==> config.mk <==
export PLATFORM = sky130hd
export DESIGN_NAME = pcnt_top
export DESIGN_NICKNAME = d
export VERILOG_FILES = /design/src/rtl/pcnt_pkg.sv /design/src/rtl/pcnt_term.sv /design/src/rtl/pcnt_ctrl.sv /design/src/rtl/pcnt_reg.sv /design/src/rtl/pcnt_top.sv
export SDC_FILE = /design/constraint.sdc
export NUM_CORES = 1
export LEC_CHECK = 0
export ABC_CLOCK_PERIOD_IN_PS = 2800
export BUFFER_PORTS_ARGS = -buffer_cell sky130_fd_sc_hd__buf_4
export CORE_AREA = 2 2 39 41
export CTS_CLUSTER_DIAMETER = 100
export DETAILED_ROUTE_END_ITERATION = 12
export DIE_AREA = 0 0 41 43
export GPL_TIMING_DRIVEN = 0
export PLACE_DENSITY = 0.7
export SLEW_MARGIN = 20
export SYNTH_ARGS = -nofsm -noshare
export SYNTH_HDL_FRONTEND = slang
export SYNTH_SLANG_ARGS = --single-unit
==> constraint.sdc <==
create_clock -name clk -period 2.8 [get_ports clk]
set_input_delay 0.14 -clock clk [delete_from_list [all_inputs] [get_ports clk]]
set_output_delay 0.14 -clock clk [all_outputs]
set_load 0.005 [all_outputs]
==> src/rtl/pcnt_pkg.sv <==
package pcnt_pkg;

    // Operation chosen for the next clock edge
    typedef enum logic [1:0] {
        OP_HOLD = 2'd0,
        OP_INC  = 2'd1,
        OP_LOAD = 2'd2
    } pcnt_op_e;

    // Decoded control inputs, all active high
    typedef struct packed {
        logic load;
        logic count;
        logic reload;
        logic at_term;
    } pcnt_ctl_t;

    // Priority: parallel load, then hold, then feedback reload, then increment
    function automatic pcnt_op_e pick_op(input pcnt_ctl_t c);
        pcnt_op_e op;
        if (c.load)
            op = OP_LOAD;
        else if (!c.count)
            op = OP_HOLD;
        else if (c.reload && c.at_term)
            op = OP_LOAD;
        else
            op = OP_INC;
        return op;
    endfunction

endpackage

==> src/rtl/pcnt_term.sv <==
module pcnt_term #(
    parameter int WIDTH = 8
) (
    input  logic [WIDTH-1:0] q,
    output logic             at_term,
    output logic             tc_n
);
    // All-ones detect on the registered count, no extra stage
    always_comb begin
        at_term = &q;
        tc_n    = ~at_term;
    end
endmodule

==> src/rtl/pcnt_ctrl.sv <==
module pcnt_ctrl
    import pcnt_pkg::*;
(
    input  logic     load_n,
    input  logic     cnt_en_n,
    input  logic     tc_reload,
    input  logic     at_term,
    output pcnt_op_e op
);
    pcnt_ctl_t ctl;

    always_comb begin
        ctl.load    = ~load_n;
        ctl.count   = ~cnt_en_n;
        ctl.reload  = tc_reload;
        ctl.at_term = at_term;
        op          = pick_op(ctl);
    end
endmodule

==> src/rtl/pcnt_reg.sv <==
module pcnt_reg
    import pcnt_pkg::*;
#(
    parameter int WIDTH = 8
) (
    input  logic             clk,
    input  logic             mrst,
    input  pcnt_op_e         op,
    input  logic [WIDTH-1:0] preset,
    output logic [WIDTH-1:0] q
);
    localparam logic [WIDTH-1:0] ZERO = '0;
    localparam logic [WIDTH-1:0] ONE  = {{(WIDTH-1){1'b0}}, 1'b1};

    logic [WIDTH-1:0] q_next;

    always_comb begin
        unique case (op)
            OP_LOAD: q_next = preset;
            OP_INC:  q_next = q + ONE;
            default: q_next = q;
        endcase
    end

    always_ff @(posedge clk or posedge mrst) begin
        if (mrst)
            q <= ZERO;
        else
            q <= q_next;
    end
endmodule

==> src/rtl/pcnt_top.sv <==
module pcnt_top
    import pcnt_pkg::*;
#(
    parameter int WIDTH = 8
) (
    input  logic             clk,
    input  logic             mrst,
    input  logic [WIDTH-1:0] preset,
    input  logic             load_n,
    input  logic             cnt_en_n,
    input  logic             tc_reload,
    output logic [WIDTH-1:0] q,
    output logic             tc_n
);
    pcnt_op_e op;
    logic     at_term;

    pcnt_term #(.WIDTH(WIDTH)) u_term (
        .q       (q),
        .at_term (at_term),
        .tc_n    (tc_n)
    );

    pcnt_ctrl u_ctrl (
        .load_n    (load_n),
        .cnt_en_n  (cnt_en_n),
        .tc_reload (tc_reload),
        .at_term   (at_term),
        .op        (op)
    );

    pcnt_reg #(.WIDTH(WIDTH)) u_reg (
        .clk    (clk),
        .mrst   (mrst),
        .op     (op),
        .preset (preset),
        .q      (q)
    );
endmodule

== Yosys cells after proc, flatten, opt, wreduce, memory -nomap -nowiden ==
Index checks and enable logic that the tools add are counted.

* $add $sub $neg: 1
* Equal/unequal tests: 2
* Muxes and demuxes: 4
* Bitwise operators: 1
* Reductions and logical operators: 3

{| class="wikitable"
|+ Operators by type and width
! kind !! count
|-
| one-hot mux 8 bit (2 select lines) || 1
|-
| adder 8 x 1 -> 8 bit, second input constant || 1
|-
| AND reduction 8 bit || 1
|-
| two-way mux 2 bit || 3
|-
| == test 2 x 1 -> 1 bit, second input constant || 1
|-
| == test 2 bit, second input constant || 1
|-
| nonzero test 2 bit || 1
|-
| logical AND 1 bit || 1
|-
| inverter 1 bit || 1
|}

* Bits in registers: 8
* Input bits: 13
* Output and inout port bits: 9
* Logic and storage cells: 12

== Logic depth before layout (Yosys ltp) ==
Gate-level depths: netlist of run 1.

* Word-level depth: 7
* Mapped depth: 5
* Mapped depth without buffers: 5

== Modules after synthesis ==
Synthesis of run 1 repeated with hierarchy kept, for this count alone.

* Cell total of the unflattened synthesis: 64
* Area, all modules: 546.8 um2

{| class="wikitable"
|+ By module, submodules not included
! module !! instances !! cells each !! area each (um2) !! sequential area each (um2)
|-
| pcnt_reg || 1 || 57 || 506.7 || 200.2
|-
| pcnt_term || 1 || 4 || 22.5 || 0.0
|-
| pcnt_ctrl || 1 || 3 || 17.5 || 0.0
|}

== Worst setup path after synthesis of run 1 ==
Ideal clock, no wire load.

* Path type: reg2reg
* Start point: register u_reg.q[0]
* End point: register u_reg.q[5]
* Setup time: 0.129 ns
* Arrival: 1.426 ns
* Data required time: 2.671 ns
* Setup slack: 1.245 ns
* Stages on the path, launching flop included: 6
* Path buffers: 0
* Clock period less this slack: 1.555 ns
* Cells stage by stage: dfrtp_1 ha_1 nand4_1 o211ai_1 mux2i_1 a22oi_1

* Longest elaborated chain between the ends: 7
* Elaborated cells between the ends (all ways): 10
* Those cells by class: 1 x add/sub; 2 x eq/ne; 4 x mux; 3 x reduce/logical

{| class="wikitable"
|+ RTL lines
! item !! line !! RTL
|-
| start: declaration || pcnt_reg.sv:10 || <nowiki>output logic [WIDTH-1:0] q</nowiki>
|-
| start signal: assignment || pcnt_reg.sv:29 || <nowiki>q <= q_next;</nowiki>
|-
| AND reduction 8 bit || pcnt_term.sv:10 || <nowiki>at_term = &q;</nowiki>
|-
| logical AND 1 bit || pcnt_pkg.sv:25 || <nowiki>else if (c.reload && c.at_term)</nowiki>
|-
| two-way mux 2 bit || pcnt_pkg.sv:25 ||
|-
| two-way mux 2 bit || pcnt_pkg.sv:23 || <nowiki>else if (!c.count)</nowiki>
|-
| two-way mux 2 bit || pcnt_pkg.sv:21 || <nowiki>if (c.load)</nowiki>
|-
| == test 2 x 1 -> 1 bit / == test 2 bit (equally long branches) || pcnt_reg.sv:18 || <nowiki>unique case (op)</nowiki>
|-
| one-hot mux 8 bit (2 select lines) / nonzero test 2 bit (equally long branches) || n/a ||
|}

Several ways; a longest one is shown, not always the timed one.
A chain may end at the register's enable or synchronous reset.

== Worst setup path after layout of run 1 ==
Same ends and word-level chain as after synthesis.

==> impl_results.md, run 1 <==
- Launch point of the worst reg-to-reg path: u_reg.q[0]
- Num CTS Buffers: 3
- Synthesized flop and latch total: 8
- Die Y: 43 µm
- Largest register by flop count: u_reg.q
- Hpwl dp: 1100 µm
- I/O Buffers: 21
- Largest net degree at the start of global routing: 11
- Synth Instances: 66
- CP Class: flip-flop to flip-flop
- CTS Sinks: 8
- Synth Flop Type: dfrtp_1
- Synth Cell Area: 548 µm²
- GRT overflow: 0
- Minimum clock period: 1.84 ns
- Slew Viols, Final: 0
- DR vias: 610
- Max_slew headroom: 0.598
- Max clock buf depth: 2
- Final GP Congestion: 0.792
- Clock skew: 0.00612 ns
- Insertion delay to the later sink of the worst-skew pair: 0.26 ns
- Syn_nets: 80
- Status: finished, final reports clean
- CTS H-Tree Depth: 1
- Max Freq: 0.542 GHz
- Setup crit end kind: flip-flop
- Worst Max-Slew Pin Slew: 0.600 ns
- Initial antenna violation count: 0
- Clk root buf: clkbuf_4
- Top Registers: u_reg.q x8
- CTS tree: built
- DRC errors left: 0
- Lkg Pwr: 0.352 nW
- R2r setup slk: 0.96 ns
- Multiplexer area fraction after synthesis: 0.0183
- Hold endpoint: u_reg.q[7]
- Ant. Diodes: 0
- Via density: 5.70
- Sum Neg Setup Slack: 0 ns
- Average routed wire per standard cell: 14.0 µm
- Max Cap Violations: 0
- R2R depth: 5
- Layout cells sized above 1: 0.308
- Xor/xnor share of the synthesized area: 0
- Power, Total: 340 µW
- Vias in the first global route: 515
- RSZ-0062 raised after global routing: false
- Ys async rst share: 1.00
- Largest family of logic cells by synthesized area: compound AO/OA/AOI/OAI gates
- Initial DRT Pass Iterations: 5
- Iteration-0 DRC Markers: 10
- Area growth syn-to-layout: 38.4%
- Total GRT Usage: 0.199
- Data required time of the worst path: 2.98 ns
- Syn_area_per_cell: 8.30 µm²
- Die area: 1760 µm²
- Final hold violation count: 0
- Syn. warnings: 0
- Reg-to-reg critical path endpoint: u_reg.q[5]
- Worst hold path class: input pin to flip-flop
- Hold path start: preset[7]
- Post_cts resized: 0
- Initial Util: 0.396
- Fillers: 140
- Clock slew at reported path FFs: 0.05 ns
- Netlist cell types: 28
- Setup-failing EPs final: 0
- Synth Area in Adders: 0.0228
- Period utilization: 0.658
- EDFF count, synth: 0
- I/O pin cnt: 22
- CORE AREA: 1380 µm²
- Power Dens Cells: 448 nW/µm²
- Routed WL: 1500 µm
- Worst Setup Start Kind: flip-flop
- CP Data Arrival Time: 2.02 ns
- Row count: 14
- Seq/Total Area, Yosys: 0.365
- Synth Area in Simple Gates: 0.269
- First-pass GRT wire length: 2330 µm
- Post-synthesis compound-gate area fraction: 0.269
- Die Wd: 41 µm
- VDD IR max: 312 µV
- Worst Hold Depth: 3
- Max reg flops: 8
- Crit Path Max Fanout: 8
- Post-route ant nets: 0
- Final net count: 107
[worst max-delay path: stages (launching register included)]
cell and delay, ns:
dfrtp_1 0.47, ha_1 0.23, nand4_1 0.15, o211ai_1 0.54
o21ai_0 0.19, a22oi_1 0.20
[where the power goes]
part | internal (mW) | switching (mW)
combinational | 0.0527 | 0.0427
clock | 0.0490 | 0.0393
sequential | 0.129 | 0.0263
total | 0.231 | 0.108
[placed cells by master, fill, tap and decap left out]
cell type	Yosys	layout
a211oi_1	1	1
a21oi_1	2	2
a221oi_2	1	1
a22oi_1	4	4
a31o_2	1	1
a31oi_1	2	2
and2_1	1	1
and3_1	1	1
and3b_1	1	1
and4_2	1	1
buf_4	0	21
clkbuf_1	1	1
clkbuf_4	0	3
dfrtp_1	8	8
dlygate4sd3_1	0	1
ha_1	1	1
inv_1	7	7
mux2i_1	1	1
nand2_1	7	7
nand2b_1	1	1
nand3_1	6	6
nand4_1	2	2
nand4_2	1	1
nor2_1	4	4
nor2b_1	1	1
o211ai_1	2	2
o21ai_0	4	4
o22ai_1	2	2
o311ai_0	1	1
o31ai_1	1	1
or4_1	1	1
[cell usage after synthesis (2+ instances only)]
cell type	count	share of area
dfrtp_1	8	0.37
nand4_1	2	0.023
nand3_1	6	0.055
o22ai_1	2	0.023
inv_1	7	0.048
a22oi_1	4	0.055
o21ai_0	4	0.037
o211ai_1	2	0.027
nor2_1	4	0.027
a21oi_1	2	0.018
a31oi_1	2	0.023
nand2_1	7	0.048
[what timing repair did]
action | 4_1_cts | 5_1_grt
endpoints found under the hold margin | 8 | 0
hold buffers | 1 | 0
buffers inserted | 0 | 0
[worst max-delay path by stage]
stage | start | to | slack, ns | cells past startpoint
after CTS | u_reg.q[0] | u_reg.q[5] | 0.99 | 5
after global placement | u_reg.q[0] | u_reg.q[5] | 1.0 | 5
after global routing | u_reg.q[1] | u_reg.q[5] | 0.82 | 5
final | u_reg.q[0] | u_reg.q[5] | 0.96 | 5
after floorplan | u_reg.q[0] | u_reg.q[5] | 1.24 | 5
after detailed placement | u_reg.q[0] | u_reg.q[5] | 1.02 | 5
[through the flow]
step                hold slack [ns]  utilization  instances  area (µm²)  setup WS [ns]
global placement              0.118        0.524        103         726          0.999
global route                  0.133        0.548        107         758          0.818
CTS                           0.138        0.548        107         758          0.985
floorplan                   -0.0443            -         66         548           1.24
finish                        0.141        0.548        107         758          0.957
detailed placement            0.113        0.524        103         726           1.02
[per-layer routing]
layer  track usage  routed length [µm]  vias up
met2         0.275                 705       19
li1              -                   -      301
met5             0                   0        -
met1         0.267                 678      288
met4        0.0600                  20        0
met3        0.0942                  92        2
[cell families (layout without fill, tap and decap cells)]
family / after synthesis / in the layout
buf+inv: 8 / 33
flops: 8 / 8
compound gates: 21 / 21
fa+ha+maj: 1 / 1
mux: 1 / 1
simple gates: 27 / 27
[area by class of cell]
class	count	area, µm²	share of cell area
tap	16	20.0	0.0264
timing repair buffer	22	168	0.221
clock buffer	3	22.5	0.0297
inverter	7	26.3	0.0347
sequential	8	200	0.264
multi-input combinational	50	318	0.419
buffer	1	3.75	0.00495
Power figures use the tool's default switching activity.
==> run 2: changes to the inputs <==
--- a/config.mk
+++ b/config.mk
@@ -5,7 +5,7 @@
 export SDC_FILE = /design/constraint.sdc
 export NUM_CORES = 1
 export LEC_CHECK = 0
-export ABC_CLOCK_PERIOD_IN_PS = 2800
+export ABC_CLOCK_PERIOD_IN_PS = 1800
 export BUFFER_PORTS_ARGS = -buffer_cell sky130_fd_sc_hd__buf_4
 export CORE_AREA = 2 2 39 41
 export CTS_CLUSTER_DIAMETER = 100
==> constraint.sdc (replaced) <==
create_clock -name clk -period 1.8 [get_ports clk]
set_input_delay 0.09 -clock clk [delete_from_list [all_inputs] [get_ports clk]]
set_output_delay 0.09 -clock clk [all_outputs]
set_load 0.005 [all_outputs]
==> run 2 against run 1 <==
  * Worst setup slack lost 0.86 ns
  * Sequential power grew 56%
  * Die area is the same
  * Clock skew is essentially flat
  * Critical path type unchanged
  * Largest cell class unchanged
==> impl_results.md, run 2 (synthesized netlist as in run 1, its figures left out) <==
- Status: finished, final reports clean
- Final cell count without fillers: 109 (+1.9%)
- Layout cells sized above 1: 0.333 (+0.0256)
- Fillers: 136 (-2.9%)
- Iteration-0 DRC Markers: 11 (+1)
- Max_slew headroom: 0.731 (+0.133)
- Period utilization: 0.949 (+0.290)
- Lkg Pwr: 0.360 nW (+2.3%)
- Area growth syn-to-layout: 41.3%
- Total GRT Usage: 0.197 (-0.00182)
- Post-route ant nets: 0 (unchanged)
- Largest net degree at the start of global routing: 11 (unchanged)
- Launch point of the worst reg-to-reg path: u_reg.q[3]
- Max reg flops: 8 (unchanged)
- CTS Sinks: 8 (unchanged)
- CP Class: flip-flop to flip-flop
- R2R depth: 4 (-1)
- DRC errors left: 0 (unchanged)
- CORE AREA: 1380 µm² (unchanged)
- Power Dens Cells: 685 nW/µm² (+53%)
- Crit Path Max Fanout: 8 (unchanged)
- GRT overflow: 0 (unchanged)
- Num CTS Buffers: 3 (unchanged)
- Register area: 201 µm² (+0.62%)
- Multi-input gate area: 318 µm² (unchanged)
- Worst hold path class: input pin to flip-flop
- Worst Max-Slew Pin Slew: 0.404 ns (-0.196 ns)
- Row count: 14 (unchanged)
- Clock skew: 0.00608 ns (-0.0000386 ns)
- I/O pin cnt: 22 (unchanged)
- RSZ-0062 raised after global routing: false
- Critical path launch point: u_reg.q[3]
- Average routed wire per standard cell: 13.6 µm (-2.9%)
- Routed WL: 1480 µm (-1.1%)
- Setup-failing EPs final: 0 (unchanged)
- Insertion delay to the later sink of the worst-skew pair: 0.26 ns (about the same)
- CTS H-Tree Depth: 1 (unchanged)
- Worst Hold Depth: 3 (unchanged)
- Max Freq: 0.586 GHz (+7.9%)
- Clock slew at reported path FFs: 0.05 ns (about the same)
- Initial DRT Pass Iterations: 4 (-1)
- Design area: 774 µm² (+2.1%)
- Initial antenna violation count: 0 (unchanged)
- Top Registers: u_reg.q x8
- Initial Util: 0.396 (unchanged)
- Ant. Diodes: 0 (unchanged)
- VDD IR max: 483 µV (+55%)
- Die Wd: 41 µm (unchanged)
- First-pass GRT wire length: 2310 µm (-0.90%)
- I/O Buffers: 21 (unchanged)
- Final GP Congestion: 0.792 (unchanged)
- Via density: 5.62 (-1.4%)
- Commonest non-fill, non-tap cell in the layout: buf_4
- DR vias: 613 (+0.49%)
- Most frequent cells in the layout: buf_4, inv_1, nand2_1, dfrtp_1, nand3_1
- Die area: 1760 µm² (unchanged)
- Crit path largest cell delay: 0.55 ns (about the same)
- Slowest CP cell: or4_1
- Post-Place Cells: 103 (unchanged)
- Vias in the first global route: 514 (-0.19%)
- CP cell instances: nand4_2, or4_1, and3b_1, a221oi_2
- Final setup margin: 0.0921 ns (-0.864 ns)
- Placement Setup Slack: 0.0172 ns (-1.00 ns)
- Slew Viols, Final: 0 (unchanged)
- Reg-to-reg critical path endpoint: u_reg.q[7]
- Die Y: 43 µm (unchanged)
- Setup crit end kind: flip-flop
- Minimum clock period: 1.71 ns (-0.136 ns)
- Hpwl dp: 1100 µm (unchanged)
- R2r setup slk: 0.09 ns (-0.86 ns)
- Worst Setup Start Kind: flip-flop
- Final hold violation count: 0 (unchanged)
- Final net count: 109 (+1.9%)
- Max Cap Violations: 0 (unchanged)
- Max clock buf depth: 2 (unchanged)
- Hold path start: preset[7]
- CP Data Arrival Time: 1.87 ns (-0.15 ns)
- Area of placed instances: 726 µm² (unchanged)
- Largest register by flop count: u_reg.q
- CTS tree: built
- Data required time of the worst path: 1.96 ns (-1.02 ns)
- CP endpoint: u_reg.q[7]
- Clk root buf: clkbuf_4
-- run 2: changes by cell type in the layout (fill, tap and decap cells not counted) --
cell	change
dfrtp_1	-1
dfrtp_2	+1
buf_4	+2
-- run 2: power breakdown --
| group | internal (mW) | total [mW] | leakage, nW | switching, mW |
|---|---|---|---|---|
| Sequential | 0.202 | 0.243 | 0.0905 | 0.0407 |
| Combinational | 0.0848 | 0.151 | 0.256 | 0.0664 |
| Clock | 0.0762 | 0.137 | 0.0138 | 0.0603 |
| Total | 0.363 | 0.530 | 0.360 | 0.167 |
-- run 2: critical path, delay by kind of cell (launching register included) --
kind               cells  cell delay, ns
and+or+nand+nor        3            0.96
DFF                    1            0.49
AOI/OAI and AO/OA      1            0.16
-- run 2: per-stage QoR --
step / utilization / hold slack [ns] / TNS, ns / total power [mW]
final: 0.560 / 0.0923 / 0 / 0.530
after global routing: 0.560 / 0.0785 / 0 / 0.577
after CTS: 0.559 / 0.0875 / 0 / 0.535
after detailed placement: 0.524 / 0.0625 / 0 / 0.390
after global placement: 0.524 / 0.0683 / -0.00112 / 0.386
after floorplan: - / -0.0943 / 0 / 0.311
-- run 2: routing by layer --
| metal | vias up | wire length, µm | track usage |
|---|---|---|---|
| li1 | 303 | - | - |
| met1 | 289 | 667 | 0.258 |
| met2 | 19 | 713 | 0.278 |
| met3 | 2 | 85 | 0.0942 |
| met4 | 0 | 14 | 0.0600 |
| met5 | - | 0 | 0 |
-- run 2: layout make-up --
class / count / area share
inverters: 7 / 0.0339
multi-input cells: 50 / 0.410
repair buffers: 24 / 0.236
flip-flops and latches: 8 / 0.260
well taps: 16 / 0.0258
clock buffers: 3 / 0.0291
plain buffers: 1 / 0.00485
-- run 2: what timing repair did --
action	CTS	global route
pin swaps	1	0
setup buffers	2	0
resized for setup	0	1
hold buffers	1	0
hold endpoints to repair	8	0
gates cloned	0	0
endpoints found under the setup margin	1	1
-- run 2: how the worst min path moves through the flow --
stage	endpoint
final	u_reg.q[7]
after global placement	u_reg.q[3]
after CTS	u_reg.q[7]
after global routing	u_reg.q[2]
after detailed placement	u_reg.q[3]
after floorplan	u_reg.q[0]
